File: src/rtl/crb_pkg.sv
package crb_pkg;
  localparam int unsigned FW = 4;

  typedef enum logic [1:0] {
    OP_CMP  = 2'd0,
    OP_CAND = 2'd1,
    OP_MTC  = 2'd2,
    OP_BR   = 2'd3
  } crb_op_e;
endpackage

File: src/rtl/crb_compare.sv
module crb_compare #(
  parameter int unsigned DW = 64
) (
  input  logic [DW-1:0]          a,
  input  logic [DW-1:0]          b,
  input  logic                   signed_mode,
  input  logic                   ovf,
  output logic [crb_pkg::FW-1:0] fld
);
  logic lt, gt, eq;

  always_comb begin
    eq = (a == b);
    if (signed_mode) begin
      lt = ($signed(a) < $signed(b));
    end else begin
      lt = (a < b);
    end
    gt = !lt && !eq;
    fld = {lt, gt, eq, ovf};
  end
endmodule

File: src/rtl/crb_cr_file.sv
module crb_cr_file #(
  parameter int unsigned NF = 8
) (
  input  logic                        clk,
  input  logic                        rst_n,
  input  logic                        wr_cmp,
  input  logic [$clog2(NF)-1:0]       cmp_sel,
  input  logic [crb_pkg::FW-1:0]      cmp_fld,
  input  logic                        wr_bit,
  input  logic [$clog2(NF*crb_pkg::FW)-1:0] bit_a,
  input  logic [$clog2(NF*crb_pkg::FW)-1:0] bit_b,
  input  logic [$clog2(NF*crb_pkg::FW)-1:0] bit_d,
  input  logic [$clog2(NF*crb_pkg::FW)-1:0] rd_sel,
  output logic                        rd_bit,
  output logic [NF*crb_pkg::FW-1:0]   cr_q
);
  localparam int unsigned FW  = crb_pkg::FW;
  localparam int unsigned CRW = NF * FW;
  localparam int unsigned BW  = $clog2(CRW);
  localparam int unsigned SW  = $clog2(NF);
  localparam int unsigned FB  = $clog2(FW);

  logic [CRW-1:0] cr_rev;
  logic           and_val;
  logic [FW-1:0]  fld_q   [NF];
  logic [FW-1:0]  fld_nxt [NF];
  logic [NF-1:0]  fld_en;

  assign and_val = cr_rev[bit_a] & cr_rev[bit_b];
  assign rd_bit  = cr_rev[rd_sel];

  for (genvar f = 0; f < NF; f++) begin : g_fld
    assign cr_q[CRW-1-FW*f -: FW] = fld_q[f];
    for (genvar j = 0; j < FW; j++) begin : g_rev
      assign cr_rev[FW*f+j] = fld_q[f][FW-1-j];
    end

    always_comb begin
      fld_en[f] = (wr_cmp && (cmp_sel == SW'(f))) ||
                  (wr_bit && (bit_d[BW-1:FB] == SW'(f)));
      fld_nxt[f] = (wr_cmp && (cmp_sel == SW'(f))) ? cmp_fld : fld_q[f];
      for (int j = 0; j < FW; j++) begin
        if (wr_bit && (bit_d == BW'(f*FW+j))) begin
          fld_nxt[f][FW-1-j] = and_val;
        end
      end
    end

    always_ff @(posedge clk or negedge rst_n) begin
      if (!rst_n) begin
        fld_q[f] <= '0;
      end else if (fld_en[f]) begin
        fld_q[f] <= fld_nxt[f];
      end
    end
  end
endmodule

File: src/rtl/crb_branch.sv
module crb_branch #(
  parameter int unsigned DW = 64
) (
  input  logic [DW-1:0] ctr_q,
  input  logic          cr_bit,
  input  logic          use_ctr,
  input  logic          need_zero,
  input  logic          use_bit,
  input  logic          bit_val,
  output logic [DW-1:0] ctr_dec,
  output logic          taken
);
  logic ctr_ok, bit_ok;

  always_comb begin
    ctr_dec = ctr_q - DW'(1);
    ctr_ok  = need_zero ? (ctr_dec == '0) : (ctr_dec != '0);
    bit_ok  = (cr_bit == bit_val);
    taken   = (!use_ctr || ctr_ok) && (!use_bit || bit_ok);
  end
endmodule

File: src/rtl/crb_unit.sv
module crb_unit #(
  parameter int unsigned NF = 8,
  parameter int unsigned DW = 64
) (
  input  logic                                clk,
  input  logic                                rst_n,
  input  logic                                op_valid,
  input  logic [1:0]                          op_code,
  input  logic                                cmp_signed,
  input  logic [DW-1:0]                       src_a,
  input  logic [DW-1:0]                       src_b,
  input  logic [$clog2(NF)-1:0]               fld_sel,
  input  logic                                ovf_sticky,
  input  logic [$clog2(NF*crb_pkg::FW)-1:0]   bit_a,
  input  logic [$clog2(NF*crb_pkg::FW)-1:0]   bit_b,
  input  logic [$clog2(NF*crb_pkg::FW)-1:0]   bit_d,
  input  logic                                br_use_ctr,
  input  logic                                br_ctr_zero,
  input  logic                                br_use_bit,
  input  logic [$clog2(NF*crb_pkg::FW)-1:0]   br_bit_sel,
  input  logic                                br_bit_val,
  output logic [NF*crb_pkg::FW-1:0]           cr_out,
  output logic [DW-1:0]                       ctr_out,
  output logic                                br_valid,
  output logic                                br_taken
);
  import crb_pkg::*;

  logic [1:0]    rst_sync;
  logic          rst_int_n;
  crb_op_e       op;
  logic          is_cmp, is_cand, is_mtc, is_br;
  logic [FW-1:0] cmp_fld;
  logic          sel_bit;
  logic [DW-1:0] ctr_q, ctr_nxt, ctr_dec;
  logic          ctr_en;
  logic          taken_c;
  logic          bv_q, bt_q;

  always_ff @(posedge clk or negedge rst_n) begin
    if (!rst_n) begin
      rst_sync <= 2'b00;
    end else begin
      rst_sync <= {rst_sync[0], 1'b1};
    end
  end
  assign rst_int_n = rst_sync[1];

  always_comb begin
    op      = crb_op_e'(op_code);
    is_cmp  = op_valid && (op == OP_CMP);
    is_cand = op_valid && (op == OP_CAND);
    is_mtc  = op_valid && (op == OP_MTC);
    is_br   = op_valid && (op == OP_BR);
  end

  crb_compare #(.DW(DW)) i_cmp (
    .a           (src_a),
    .b           (src_b),
    .signed_mode (cmp_signed),
    .ovf         (ovf_sticky),
    .fld         (cmp_fld)
  );

  crb_cr_file #(.NF(NF)) i_crf (
    .clk     (clk),
    .rst_n   (rst_int_n),
    .wr_cmp  (is_cmp),
    .cmp_sel (fld_sel),
    .cmp_fld (cmp_fld),
    .wr_bit  (is_cand),
    .bit_a   (bit_a),
    .bit_b   (bit_b),
    .bit_d   (bit_d),
    .rd_sel  (br_bit_sel),
    .rd_bit  (sel_bit),
    .cr_q    (cr_out)
  );

  crb_branch #(.DW(DW)) i_br (
    .ctr_q     (ctr_q),
    .cr_bit    (sel_bit),
    .use_ctr   (br_use_ctr),
    .need_zero (br_ctr_zero),
    .use_bit   (br_use_bit),
    .bit_val   (br_bit_val),
    .ctr_dec   (ctr_dec),
    .taken     (taken_c)
  );

  always_comb begin
    ctr_en  = is_mtc || (is_br && br_use_ctr);
    ctr_nxt = is_mtc ? src_a : ctr_dec;
  end

  always_ff @(posedge clk or negedge rst_int_n) begin
    if (!rst_int_n) begin
      ctr_q <= '0;
    end else if (ctr_en) begin
      ctr_q <= ctr_nxt;
    end
  end

  always_ff @(posedge clk or negedge rst_int_n) begin
    if (!rst_int_n) begin
      bv_q <= 1'b0;
      bt_q <= 1'b0;
    end else begin
      bv_q <= is_br;
      if (is_br) begin
        bt_q <= taken_c;
      end
    end
  end

  assign ctr_out  = ctr_q;
  assign br_valid = bv_q;
  assign br_taken = bt_q;
endmodule

File: config.mk
export PLATFORM = sky130hd
export DESIGN_NAME = crb_unit
export DESIGN_NICKNAME = d
export VERILOG_FILES = /design/src/rtl/crb_pkg.sv /design/src/rtl/crb_compare.sv /design/src/rtl/crb_cr_file.sv /design/src/rtl/crb_branch.sv /design/src/rtl/crb_unit.sv
export SDC_FILE = /design/constraint.sdc
export NUM_CORES = 1
export LEC_CHECK = 0
export ABC_CLOCK_PERIOD_IN_PS = 2800
export BUFFER_PORTS_ARGS = -buffer_cell sky130_fd_sc_hd__buf_2
export CAP_MARGIN = 20
export CORE_ASPECT_RATIO = 1.25
export CORE_MARGIN = 3
export CORE_UTILIZATION = 48
export CTS_CLUSTER_SIZE = 20
export DETAILED_ROUTE_END_ITERATION = 10
export GPL_TIMING_DRIVEN = 0
export PLACE_DENSITY = 0.78
export SETUP_SLACK_MARGIN = 0.15
export SLEW_MARGIN = 5
export SYNTH_ARGS = -nofsm -noshare
export SYNTH_HDL_FRONTEND = slang
export SYNTH_SLANG_ARGS = --single-unit
File: constraint.sdc
create_clock -name clk -period 2.8 [get_ports clk]
set_input_delay 0.56 -clock clk [delete_from_list [all_inputs] [get_ports clk]]
set_output_delay 0.56 -clock clk [all_outputs]
set_load 0.02 [all_outputs]
==> metrics.cfg <==
[outcome]
violations = setup timing
run_status = finished, violations left

[placed_design]
postPlaceCellArea_um2 = 10400
io_buffer_count = 251
detailed_place_hpwl_um = 26900
gp_routability_congestion = 0.995

[synthesis]
synth-edff-count = 0
synthesis.nets = 1256
synth.ff_latch_count = 100
yosysSeqAreaShare_pct = 28.8
synth_async_sr_flop_share_pct = 100
avgSynthCellArea_um2 = 8.45
ys.flop_type = dfrtp_1
netlist_instances = 1028
syn_area_um2 = 8680
netlist-cell-type-count = 59
yosys_warnings = 0

[clocking]
cts.clk_slew.worst_paths_ns = 0.08
htree_levels = 3
cts_tree = built
cts-root-buf = clkbuf_16
cts_made_buffers = 9
cts.path.max_buffers = 2
tritoncts_num_sinks = 100
clk_latency_ns = 0.36

[sta]
worst-slew-pin-transition_ns = 1.00
fin_skew_ns = 0.00985
setup_viol = 20
finalCriticalPeriod_ns = 3.95
slew_headroom_pct = 33.3
fmax_ghz = 0.253
setup_repair_after_global_routing_missed_its_margin = true
final.period_utilization_pct = 141
worst_path_setup_slack_after_routing_ns = -1.15
timing.setup.tns_ns = -7.27
report.final.hold_viol_count = 0
final.hold.worst_slack_ns = 0.350
finalMaxSlewViolations = 0

[setup_path]
end_kind = flip-flop
timing.critical_path.from_type = flip-flop
worstRegToRegCells = 17
setup.reg_to_reg.worst_slack_ns = -1.15
timing.setup.critical_path_class = reg -> reg
critPathRequiredTime_ns = 3.01
worst_r2r_endpoint = br_taken
timing.critical_path.fanout_max = 4
timing.critical_path.from = ctr_out[15]
timing.critical_path.to = br_taken
r2r-start = ctr_out[15]
worst-endpoint-arrival_ns = 4.16

[detailed_routing]
routedWlPerCell_um = 23.2
drtPass1Iterations = 5
iter_0_drt_violations = 1220
route.final.wire_length_um = 36500
detailroute.via_count = 10400
drt-vias-per-instance = 6.57
drc = 0
detail-route-antenna-nets = 0

[finish]
multiInputGateArea_um2 = 6480
layout.area.seq_um2 = 2520
layout.cell_area.non_filler_um2 = 12000
nFillCells = 1461
num-nets-final = 1576
share_of_cells_above_drive_strength_1_pct = 37.0
area_growth_pct = 37.7
layout.core_utilization_pct = 67.8
n_antenna_cell = 0

[grt]
antenna_violations_before_repair = 1
first_global_vias = 9925
grt_max_degree = 54
global_route_wire_length_before_repair_um = 54100
grt-ovfl-total = 0
groute.usage.overall_pct = 35.1

[run]
max_cap_violations = 0

[floorplanning]
die-height_um = 156
die_area_um2 = 19800
dieWidth_um = 126
fp-row-count = 54
io_pins = 260
core_area_um2 = 17600
start_util_pct = 49.2

[power]
leakage_uw = 0.00565
p_per_area_nw_per_um2 = 523
max-vdd-ir-drop_uv = 317

[min_path]
min-delay-path-class = reg -> reg
min-delay-start = rst_sync[0]

metal layers:
layer  track usage, %  vias to the layer above  wire [um]
met2             60.4                      745      17900
met1             40.3                     4946      12700
met3             6.86                      175       3500
li1                 -                     4498          -
met4             21.6                        2       2440
met5                0                        -         18
registers in the layout (all words and copies together) (netlist names):
name        count
ctr_out        64
i_crf.cr_q     32
rst_sync        2
br_taken        1
br_valid        1
critical path: stages (launching register included):
cell     delay [ns]
dfrtp_2        0.42
or4_4          0.54
or4b_4         0.51
or4_4          0.53
buf_4          0.16
buf_6          0.11
buf_6          0.10
buf_6          0.10
buf_6          0.10
buf_6          0.10
buf_6          0.10
buf_6          0.13
nor2_4         0.10
xnor2_1        0.11
and4_1         0.20
nand4_1        0.18
xnor2_1        0.21
a21oi_1        0.08
report_power, final:
group          switching (uW)  leakage, uW  internal (uW)
Clock                     633     0.000171            884
Combinational            1480      0.00421           1080
Sequential                479      0.00127           1700
final cells by class:
cell class              instances  share of cell area, %
flip-flops and latches        100                   21.0
well taps                     224                   2.34
repair buffers                309                   15.1
inverters                      76                   2.55
clock inverters                 7                   1.01
plain buffers                  47                   1.87
clock buffers                   9                   1.88
multi-input cells             805                   54.2
how the worst min path moves through the flow:
stage | to | depth (start not counted)
after floorplan | rst_sync[0] | 0
after global placement | rst_sync[1] | 0
after detailed placement | rst_sync[1] | 0
after CTS | rst_sync[1] | 0
after global routing | rst_sync[1] | 0
final | rst_sync[1] | 0
metrics by stage:
| stage | cells | setup slack [ns] | total power (uW) |
|---|---|---|---|
| after floorplan | 1028 | -0.700 | 3470 |
| after global routing | 1577 | -1.21 | 6530 |
| after detailed placement | 1505 | -1.19 | 4370 |
| final | 1577 | -1.15 | 6260 |
| after CTS | 1551 | -1.08 | 6020 |
| after global placement | 1503 | -1.22 | 4310 |
repair_timing:
item,4_1_cts,5_1_grt
setup endpoints to repair,59,73
buffers inserted,29,26
hold endpoints to repair,2,0
pin swaps,29,45
hold buffers,1,0
gates resized for setup,82,111
cell usage in the layout, fill, tap and decap left out, types with 17 or more instances in the layout:
| master | synthesis | layout |
|---|---|---|
| ha_1 | 66 | 54 |
| buf_6 | 0 | 19 |
| mux2i_1 | 19 | 19 |
| o21ai_2 | 0 | 17 |
| nand2_1 | 121 | 111 |
| a21o_1 | 29 | 29 |
| nand4_1 | 29 | 29 |
| nor4_1 | 27 | 20 |
| o21ai_1 | 0 | 18 |
| buf_4 | 0 | 42 |
| a21oi_1 | 62 | 56 |
| mux4_2 | 30 | 30 |
| nor3_1 | 43 | 27 |
| a221o_1 | 23 | 23 |
| nand3_1 | 23 | 20 |
| clkbuf_1 | 44 | 35 |
| inv_1 | 76 | 70 |
| dfrtp_1 | 100 | 91 |
| nor2_1 | 64 | 55 |
| o21ai_0 | 86 | 51 |
| buf_2 | 1 | 247 |
synth_stat cells, types with 4 or more instances:
cell type	count	area, um2
a211oi_1	5	37.5
xnor2_1	15	131
nand2b_1	13	81.3
or2_2	6	37.5
a221o_1	23	230
a21o_1	29	218
a31oi_1	8	50.1
and3_1	4	25.0
inv_1	76	285
a32oi_1	13	114
and4_1	8	70.1
nand4b_1	4	35.0
mux4_2	30	676
or3_1	10	62.6
xor2_1	16	140
nand3_1	23	115
nor2_1	64	240
a21oi_1	62	310
o21ai_0	86	430
mux2i_1	19	190
o211ai_1	6	45.0
nor4_1	27	169
nor3_1	43	215
or4_1	6	45.0
clkbuf_1	44	165
ha_1	66	826
o311ai_0	10	87.6
nand2_1	121	454
dfrtp_1	100	2500
a22oi_1	12	90.1
nand4_1	29	181
nor2b_1	11	68.8
kinds of logic after synthesis:
| kind of cell | share of synthesized area [%] |
|---|---|
| AND/OR/NAND/NOR | 22.6 |
| AO/OA/AOI/OAI | 20.2 |
| buffers and inverters | 5.33 |
| flip-flops | 28.8 |
| adder cells (fa/ha/maj) | 9.51 |
| multiplexers | 10.1 |
| XOR/XNOR | 3.31 |
| other | 0.0432 |
No activity file was read; power rests on OpenSTA's default activity.
